[config.mk]
export PLATFORM = sky130hd
export DESIGN_NAME = copro_dispatch
export DESIGN_NICKNAME = d
export VERILOG_FILES = /design/src/rtl/copro_pkg.sv /design/src/rtl/copro_plan.sv /design/src/rtl/copro_timer.sv /design/src/rtl/copro_dispatch.sv
export SDC_FILE = /design/constraint.sdc
export NUM_CORES = 1
export LEC_CHECK = 0
export BUFFER_PORTS_ARGS = -buffer_cell sky130_fd_sc_hd__buf_4
export CORE_MARGIN = 5
export CORE_UTILIZATION = 45
export DETAILED_ROUTE_END_ITERATION = 10
export GPL_ROUTABILITY_DRIVEN = 0
export GPL_TIMING_DRIVEN = 0
export PLACE_DENSITY_LB_ADDON = 0.12
export SLEW_MARGIN = 20
export SYNTH_ARGS = -nofsm -noshare
export SYNTH_HDL_FRONTEND = slang
export SYNTH_HIERARCHICAL = 1
export SYNTH_SLANG_ARGS = --single-unit
export TNS_END_PERCENT = 20
[constraint.sdc]
create_clock -name clk -period 2.8 [get_ports clk]
set_clock_uncertainty 0.2 [all_clocks]
set_input_delay 0.28 -clock clk [delete_from_list [all_inputs] [get_ports clk]]
set_output_delay 0.28 -clock clk [all_outputs]
set_load 0.02 [all_outputs]
[src/rtl/copro_pkg.sv]
package copro_pkg;

  typedef enum logic [2:0] {
    CL_ARITH = 3'd0,
    CL_CMP   = 3'd1,
    CL_MONO  = 3'd2,
    CL_LDSR  = 3'd3,
    CL_STSR  = 3'd4
  } op_class_t;

  localparam logic [1:0] SZ_B = 2'd0;
  localparam logic [1:0] SZ_W = 2'd1;
  localparam logic [1:0] SZ_D = 2'd2;
  localparam logic [1:0] SZ_Q = 2'd3;

  localparam logic [1:0] ST_ID   = 2'b11;
  localparam logic [1:0] ST_XFER = 2'b01;
  localparam logic [1:0] ST_STAT = 2'b10;

  localparam int QBIT = 0;
  localparam int NBIT = 7;
  localparam int ZBIT = 6;
  localparam int LBIT = 2;

  typedef enum logic [3:0] {
    S_IDLE, S_ID, S_OPW, S_OP1, S_OP2, S_WAIT, S_STAT, S_RES, S_OUT
  } seq_state_t;

endpackage

[src/rtl/copro_plan.sv]
module copro_plan
  import copro_pkg::*;
#(
  parameter int DW = 16,
  parameter int CW = 3
) (
  input  logic [2:0]    cls,
  input  logic [1:0]    sz1,
  input  logic [1:0]    sz2,
  input  logic          flt1,
  input  logic          flt2,
  input  logic          reg1,
  input  logic          reg2,
  output logic [CW-1:0] n1,
  output logic [CW-1:0] n2,
  output logic [CW-1:0] nres,
  output logic [1:0]    esz1,
  output logic [1:0]    rsz,
  output logic          is_cmp
);

  function automatic logic [CW-1:0] words(input logic [1:0] sz);
    int bits;
    bits = 8 << sz;
    return CW'((bits + DW - 1) / DW);
  endfunction

  logic skip1, skip2;
  assign skip1 = flt1 & reg1;
  assign skip2 = flt2 & reg2;

  always_comb begin
    n1     = '0;
    n2     = '0;
    nres   = '0;
    esz1   = sz1;
    rsz    = sz2;
    is_cmp = 1'b0;
    case (op_class_t'(cls))
      CL_ARITH: begin
        n1   = skip1 ? '0 : words(sz1);
        n2   = skip2 ? '0 : words(sz2);
        nres = skip2 ? '0 : words(sz2);
      end
      CL_CMP: begin
        n1     = skip1 ? '0 : words(sz1);
        n2     = skip2 ? '0 : words(sz2);
        is_cmp = 1'b1;
      end
      CL_MONO: begin
        n1   = skip1 ? '0 : words(sz1);
        nres = skip2 ? '0 : words(sz2);
      end
      CL_LDSR: begin
        esz1 = SZ_D;
        n1   = words(SZ_D);
      end
      CL_STSR: begin
        rsz  = SZ_D;
        nres = words(SZ_D);
      end
      default: ;
    endcase
  end

endmodule

[src/rtl/copro_timer.sv]
module copro_timer #(
  parameter int TW = 16
) (
  input  logic          clk,
  input  logic          rst_n,
  input  logic          run,
  input  logic [TW-1:0] limit,
  input  logic          spc_n,
  output logic          done,
  output logic          expire
);

  logic          spc_q;
  logic [TW-1:0] cnt;

  always_ff @(posedge clk) begin
    if (!rst_n) begin
      spc_q <= 1'b1;
      cnt   <= '0;
    end else begin
      spc_q <= spc_n;
      if (!run) cnt <= '0;
      else      cnt <= cnt + 1'b1;
    end
  end

  assign done   = run & ~spc_q;
  assign expire = run & spc_q & (cnt == limit - 1'b1);

  // the wait never runs past the programmed limit
  p_cnt_bound_r8: assert property (@(posedge clk) disable iff (!rst_n)
    run && !done && limit != '0 |-> cnt < limit);

endmodule

[src/rtl/copro_dispatch.sv]
module copro_dispatch
  import copro_pkg::*;
#(
  parameter int DW   = 16,
  parameter int MAXW = 64,
  parameter int TW   = 16
) (
  input  logic            clk,
  input  logic            rst_n,
  input  logic            cmd_valid,
  output logic            cmd_ready,
  input  logic [2:0]      cmd_class,
  input  logic [7:0]      cmd_id,
  input  logic [DW-1:0]   cmd_opword,
  input  logic [1:0]      cmd_sz1,
  input  logic [1:0]      cmd_sz2,
  input  logic            cmd_flt1,
  input  logic            cmd_flt2,
  input  logic            cmd_reg1,
  input  logic            cmd_reg2,
  input  logic [MAXW-1:0] cmd_data1,
  input  logic [MAXW-1:0] cmd_data2,
  input  logic [TW-1:0]   timeout_limit,
  output logic            bus_valid,
  input  logic            bus_ready,
  output logic            bus_write,
  output logic [1:0]      bus_status,
  output logic [DW-1:0]   bus_wdata,
  input  logic [DW-1:0]   bus_rdata,
  input  logic            spc_n,
  output logic            res_valid,
  input  logic            res_ready,
  output logic [MAXW-1:0] res_data,
  output logic            trap_req,
  output logic            timeout_err,
  output logic            flag_we,
  output logic            flag_n,
  output logic            flag_z,
  output logic            flag_l
);

  localparam int WPI = MAXW / DW;
  localparam int CW  = $clog2(WPI + 1);

  function automatic logic [DW-1:0] narrow(input logic [DW-1:0] w, input logic [1:0] sz);
    int bits;
    logic [DW-1:0] r;
    bits = 8 << sz;
    r = w;
    for (int i = 0; i < DW; i++)
      if (i >= bits) r[i] = 1'b0;
    return r;
  endfunction

  seq_state_t      state;
  logic [CW-1:0]   p_n1, p_n2, p_nres;
  logic [1:0]      p_esz1, p_rsz;
  logic            p_cmp;

  logic [CW-1:0]   n1, n2, nres, wcnt;
  logic [1:0]      sz1, sz2, rsz;
  logic            is_cmp;
  logic [7:0]      id_q;
  logic [DW-1:0]   opw_q;
  logic [MAXW-1:0] d1, d2, resbuf;
  logic            hs, t_done, t_expire;

  copro_plan #(.DW(DW), .CW(CW)) u_plan (
    .cls(cmd_class), .sz1(cmd_sz1), .sz2(cmd_sz2),
    .flt1(cmd_flt1), .flt2(cmd_flt2), .reg1(cmd_reg1), .reg2(cmd_reg2),
    .n1(p_n1), .n2(p_n2), .nres(p_nres), .esz1(p_esz1), .rsz(p_rsz),
    .is_cmp(p_cmp)
  );

  copro_timer #(.TW(TW)) u_tmr (
    .clk(clk), .rst_n(rst_n), .run(state == S_WAIT), .limit(timeout_limit),
    .spc_n(spc_n), .done(t_done), .expire(t_expire)
  );

  assign hs = bus_valid & bus_ready;

  always_ff @(posedge clk) begin
    if (!rst_n) begin
      state       <= S_IDLE;
      n1          <= '0;
      n2          <= '0;
      nres        <= '0;
      wcnt        <= '0;
      sz1         <= '0;
      sz2         <= '0;
      rsz         <= '0;
      is_cmp      <= 1'b0;
      id_q        <= '0;
      opw_q       <= '0;
      d1          <= '0;
      d2          <= '0;
      resbuf      <= '0;
      trap_req    <= 1'b0;
      timeout_err <= 1'b0;
      flag_we     <= 1'b0;
      flag_n      <= 1'b0;
      flag_z      <= 1'b0;
      flag_l      <= 1'b0;
    end else begin
      trap_req    <= 1'b0;
      timeout_err <= 1'b0;
      flag_we     <= 1'b0;
      case (state)
        S_IDLE: if (cmd_valid) begin
          n1     <= p_n1;
          n2     <= p_n2;
          nres   <= p_nres;
          sz1    <= p_esz1;
          sz2    <= cmd_sz2;
          rsz    <= p_rsz;
          is_cmp <= p_cmp;
          id_q   <= cmd_id;
          opw_q  <= cmd_opword;
          d1     <= cmd_data1;
          d2     <= cmd_data2;
          state  <= S_ID;
        end
        S_ID: if (hs) state <= S_OPW;
        S_OPW: if (hs) begin
          wcnt  <= '0;
          state <= (n1 != '0) ? S_OP1 : (n2 != '0) ? S_OP2 : S_WAIT;
        end
        S_OP1: if (hs) begin
          if (wcnt == n1 - CW'(1)) begin
            wcnt  <= '0;
            state <= (n2 != '0) ? S_OP2 : S_WAIT;
          end else begin
            wcnt <= wcnt + CW'(1);
          end
        end
        S_OP2: if (hs) begin
          if (wcnt == n2 - CW'(1)) begin
            wcnt  <= '0;
            state <= S_WAIT;
          end else begin
            wcnt <= wcnt + CW'(1);
          end
        end
        S_WAIT: begin
          if (t_done) begin
            state <= S_STAT;
          end else if (t_expire) begin
            timeout_err <= 1'b1;
            state       <= S_IDLE;
          end
        end
        S_STAT: if (hs) begin
          if (bus_rdata[QBIT]) begin
            trap_req <= 1'b1;
            state    <= S_IDLE;
          end else begin
            if (is_cmp) begin
              flag_we <= 1'b1;
              flag_n  <= bus_rdata[NBIT];
              flag_z  <= bus_rdata[ZBIT];
              flag_l  <= bus_rdata[LBIT];
            end
            if (nres != '0) begin
              wcnt   <= '0;
              resbuf <= '0;
              state  <= S_RES;
            end else begin
              state <= S_IDLE;
            end
          end
        end
        S_RES: if (hs) begin
          resbuf[DW*int'(wcnt) +: DW] <= narrow(bus_rdata, rsz);
          if (wcnt == nres - CW'(1)) state <= S_OUT;
          else                      wcnt  <= wcnt + CW'(1);
        end
        S_OUT: if (res_ready) state <= S_IDLE;
        default: state <= S_IDLE;
      endcase
    end
  end

  always_comb begin
    bus_valid  = 1'b0;
    bus_write  = 1'b0;
    bus_status = ST_XFER;
    bus_wdata  = '0;
    case (state)
      S_ID: begin
        bus_valid  = 1'b1;
        bus_write  = 1'b1;
        bus_status = ST_ID;
        bus_wdata  = {{(DW-8){1'b0}}, id_q};
      end
      S_OPW: begin
        bus_valid = 1'b1;
        bus_write = 1'b1;
        bus_wdata = opw_q;
      end
      S_OP1: begin
        bus_valid = 1'b1;
        bus_write = 1'b1;
        bus_wdata = narrow(d1[DW*int'(wcnt) +: DW], sz1);
      end
      S_OP2: begin
        bus_valid = 1'b1;
        bus_write = 1'b1;
        bus_wdata = narrow(d2[DW*int'(wcnt) +: DW], sz2);
      end
      S_STAT: begin
        bus_valid  = 1'b1;
        bus_status = ST_STAT;
      end
      S_RES: bus_valid = 1'b1;
      default: ;
    endcase
  end

  assign cmd_ready = (state == S_IDLE);
  assign res_valid = (state == S_OUT);
  assign res_data  = resbuf;

  // a stalled bus request keeps every field
  p_bus_hold_r9: assert property (@(posedge clk) disable iff (!rst_n)
    bus_valid && !bus_ready |=> bus_valid && $stable(bus_write) &&
    $stable(bus_status) && $stable(bus_wdata));

  // result held under back-pressure
  p_res_hold_r10: assert property (@(posedge clk) disable iff (!rst_n)
    res_valid && !res_ready |=> res_valid && $stable(res_data));

  // a command is only offered to an idle bus
  p_cmd_idle_r10: assert property (@(posedge clk) disable iff (!rst_n)
    cmd_ready |-> !bus_valid && !res_valid);

  // a status read begins only out of the wait phase
  p_stat_after_wait_r5: assert property (@(posedge clk) disable iff (!rst_n)
    $rose(bus_valid) && bus_status == ST_STAT |-> $past(state) == S_WAIT);

  // a trap closes the instruction without result or flags
  p_trap_quiet_r6: assert property (@(posedge clk) disable iff (!rst_n)
    trap_req |-> !bus_valid && !res_valid && !flag_we);

  // a timeout comes only from waiting
  p_timeout_src_r8: assert property (@(posedge clk) disable iff (!rst_n)
    timeout_err |-> $past(state) == S_WAIT && !bus_valid);

endmodule

==> reports/metrics.cfg <==
[status]
status=finished with violations
violations=setup timing

[timing]
worst_slack_ps=-213
setup_viol=5
relSlewSlack=0.397
slew_viol_final=0
rsz0062_at_grt=true
finalCritPeriodShare=1.08
fmax_mhz=332
worstMarginPinSlew_ps=904
final-hold-violation-count=0
period_needed_ps=3010

[floorplanning]
dieHeight_um=178
dieArea_mm2=0.0315
ios=293
die_width_um=178
core_area_mm2=0.0278
rows=61
initial_core_util=0.455

[power]
power_frac_clock=0.326
p_per_area_mw_per_mm2=635
switching_share=0.336
pwr-share-seq=0.373
ir_drop_uv=393
switchingPower_mw=4.03
power_mw=12.0
combPwrFrac=0.300
p_leak_nw=7.43
internal_power_mw=7.97

[detailed_routing]
drtPass1Iterations=5
drtIter0Drc=1023
routedWlPerCell_um=20.9
drt_wl_total_um=49200
postRouteAntennaNets=0
routed-via-count=12900
routed_via_density=5.47
drc=0

[clocking]
numCtsBuffers=29
clockRootBuffer=clkbuf_16
htree_levels=1
clockBufferDepth=3
cts_tree=yes
clock_latency_ps=570
clk_pin_slew_worst_paths_ps=60
clkSinkCount=262

[cells_and_area]
drive_gt1_frac=0.267
diodes=0
area_growth_pct=49.5
fin_area_mm2=0.0189
final_common_cell=nand2_1
layout_common_cells=nand2_1, buf_4, dfxtp_1
final_util=0.680
layout.cells.non_filler=2355
fin_nets=2167

[logic_synthesis]
ys_async_sr_fraction=0
synth_cell_type_count=78
synth-edff-count=0
synth_top_area_frac=0.415
synthFlopType=dfxtp_1
synth_area_leaders=dfxtp_1, nand2_1, a21boi_1
avgSynthCellArea_um2=8.88
yosys_warnings=6
synth_largest_area_cell=dfxtp_1
synth.cell_area_mm2=0.0126
syn_nets=1634
ys_ff_latch=262
seq_area_frac_synth=0.415
syn-instance-count=1422

[grt]
grt_pass1_vias=12800
antenna_found_initial=0
gr-total-overflow=0
grt_max_degree=16
grt_pass1_wl_um=72300
track_usage=0.299

[worst_setup_path]
path_class=reg -> reg
worstPathMaxFanout=4
critPathLaunchType=flip-flop
cp-end-kind=flip-flop
worstPathRequired_ps=3040
worstPathArrival_ps=3250

[placed_design]
place_area_mm2=0.0153
port_buffers=291
dpl.hpwl_um=34400
place_inst=2092
dp_slack_ps=-808

[job]
maxCapViolCount=0

[hold_path]
hp-class=in -> reg

kinds of logic after synthesis:
group | synth area share
multiplexers | 0.0645
AO/OA/AOI/OAI | 0.193
flip-flops | 0.415
AND/OR/NAND/NOR | 0.232
adder cells (fa/ha/maj) | 0.0109
buffers and inverters | 0.0523
XOR/XNOR | 0.0321
cells in the mapped netlist, types with 3 or more instances:
| cell | n |
|---|---|
| nand2_1 | 396 |
| dfxtp_1 | 262 |
| a21boi_1 | 181 |
| clkbuf_1 | 56 |
| nor2b_1 | 53 |
| a22oi_1 | 36 |
| nor2_1 | 34 |
| mux4_2 | 31 |
| o21ai_0 | 27 |
| nand3_1 | 24 |
| xnor2_1 | 24 |
| nand4_1 | 22 |
| inv_1 | 20 |
| buf_2 | 18 |
| a32oi_1 | 17 |
| xor2_1 | 17 |
| a21oi_1 | 16 |
| buf_6 | 16 |
| buf_4 | 14 |
| a21boi_0 | 13 |
| nor3_1 | 12 |
| ha_1 | 11 |
| mux2i_1 | 9 |
| nand2b_1 | 9 |
| and2b_1 | 7 |
| or3_1 | 7 |
| nor4_1 | 6 |
| and2_1 | 5 |
| and3_1 | 5 |
| nand3b_1 | 5 |
| a21o_1 | 4 |
| o21a_1 | 4 |
| a31oi_1 | 3 |
| or4_1 | 3 |
worst max-delay path: stages, from the launching register on:
cell       delay, ps
dfxtp_4          370
xnor2_4          120
or4b_4           480
or4_4            440
a2111oi_4        370
or4_1            170
o211ai_1         100
or3_1            390
buf_6            140
mux2i_1          110
worst paths after layout:
path	from	end	slack, ps	depth (start not counted)
worst min-delay path	timeout_limit[12]	timeout_err	60	6
worst max-delay path	u_tmr/cnt[13]	state[1]	-210	9
worst max register to register	u_tmr/cnt[13]	state[1]	-210	9
worst min register to register	res_data[36]	res_data[36]	250	2
layer usage:
layer | up-vias | wire [um] | GRT usage
met5 | - | 0 | 0
met4 | 0 | 2540 | 0.143
met3 | 150 | 3900 | 0.0499
met2 | 583 | 23900 | 0.516
met1 | 6167 | 18900 | 0.363
li1 | 5984 | - | -
power by group through the flow:
stage	logic, mW	registers [mW]	clock network (mW)
2_1_floorplan	2.00	4.41	0
3_3_place_gp	3.10	4.53	0
3_5_place_dp	3.16	4.55	0
4_1_cts	3.48	4.46	3.93
5_1_grt	3.85	4.50	4.09
6_report	3.60	4.48	3.91
cell type report:
class                   instances  area [um2]
well taps                     378         473
plain buffers                 104         743
clock buffers                  45         866
inverters                      20        75.1
repair buffers                502        4320
clock inverters                 8         109
fillers                      2262        8900
flip-flops and latches        262        5260
multi-input cells            1036        7040
sequential cells by signal, indices dropped and copies added, names as in the netlist, 2 cells and up:
signal and cells:
nres 3, wcnt 3, n1 3, n2 3, rsz 2, id_q 8, opw_q 16, state 4
d1 64, sz2 2, d2 64, sz1 2, res_data 64, u_tmr/cnt 16
what timing repair did:
item                                    in CTS  in global routing
cloned                                       1                  0
hold endpoints to repair                   245                  0
buffers inserted                            19                  1
endpoints found under the setup margin      84                 66
pin swaps                                   12                 15
resized for setup                           85                 55
hold buffers                               189                  0
metrics by stage:
| stage | hold WS, ps | TNS, ps |
|---|---|---|
| final | 59.7 | -826 |
| after global routing | 84.5 | -1430 |
| after CTS | 59.2 | -1380 |
| after detailed placement | 244 | -29030 |
| after global placement | 238 | -27660 |
| after floorplan | 153 | -1020 |
Power figures use the tool's default switching activity.
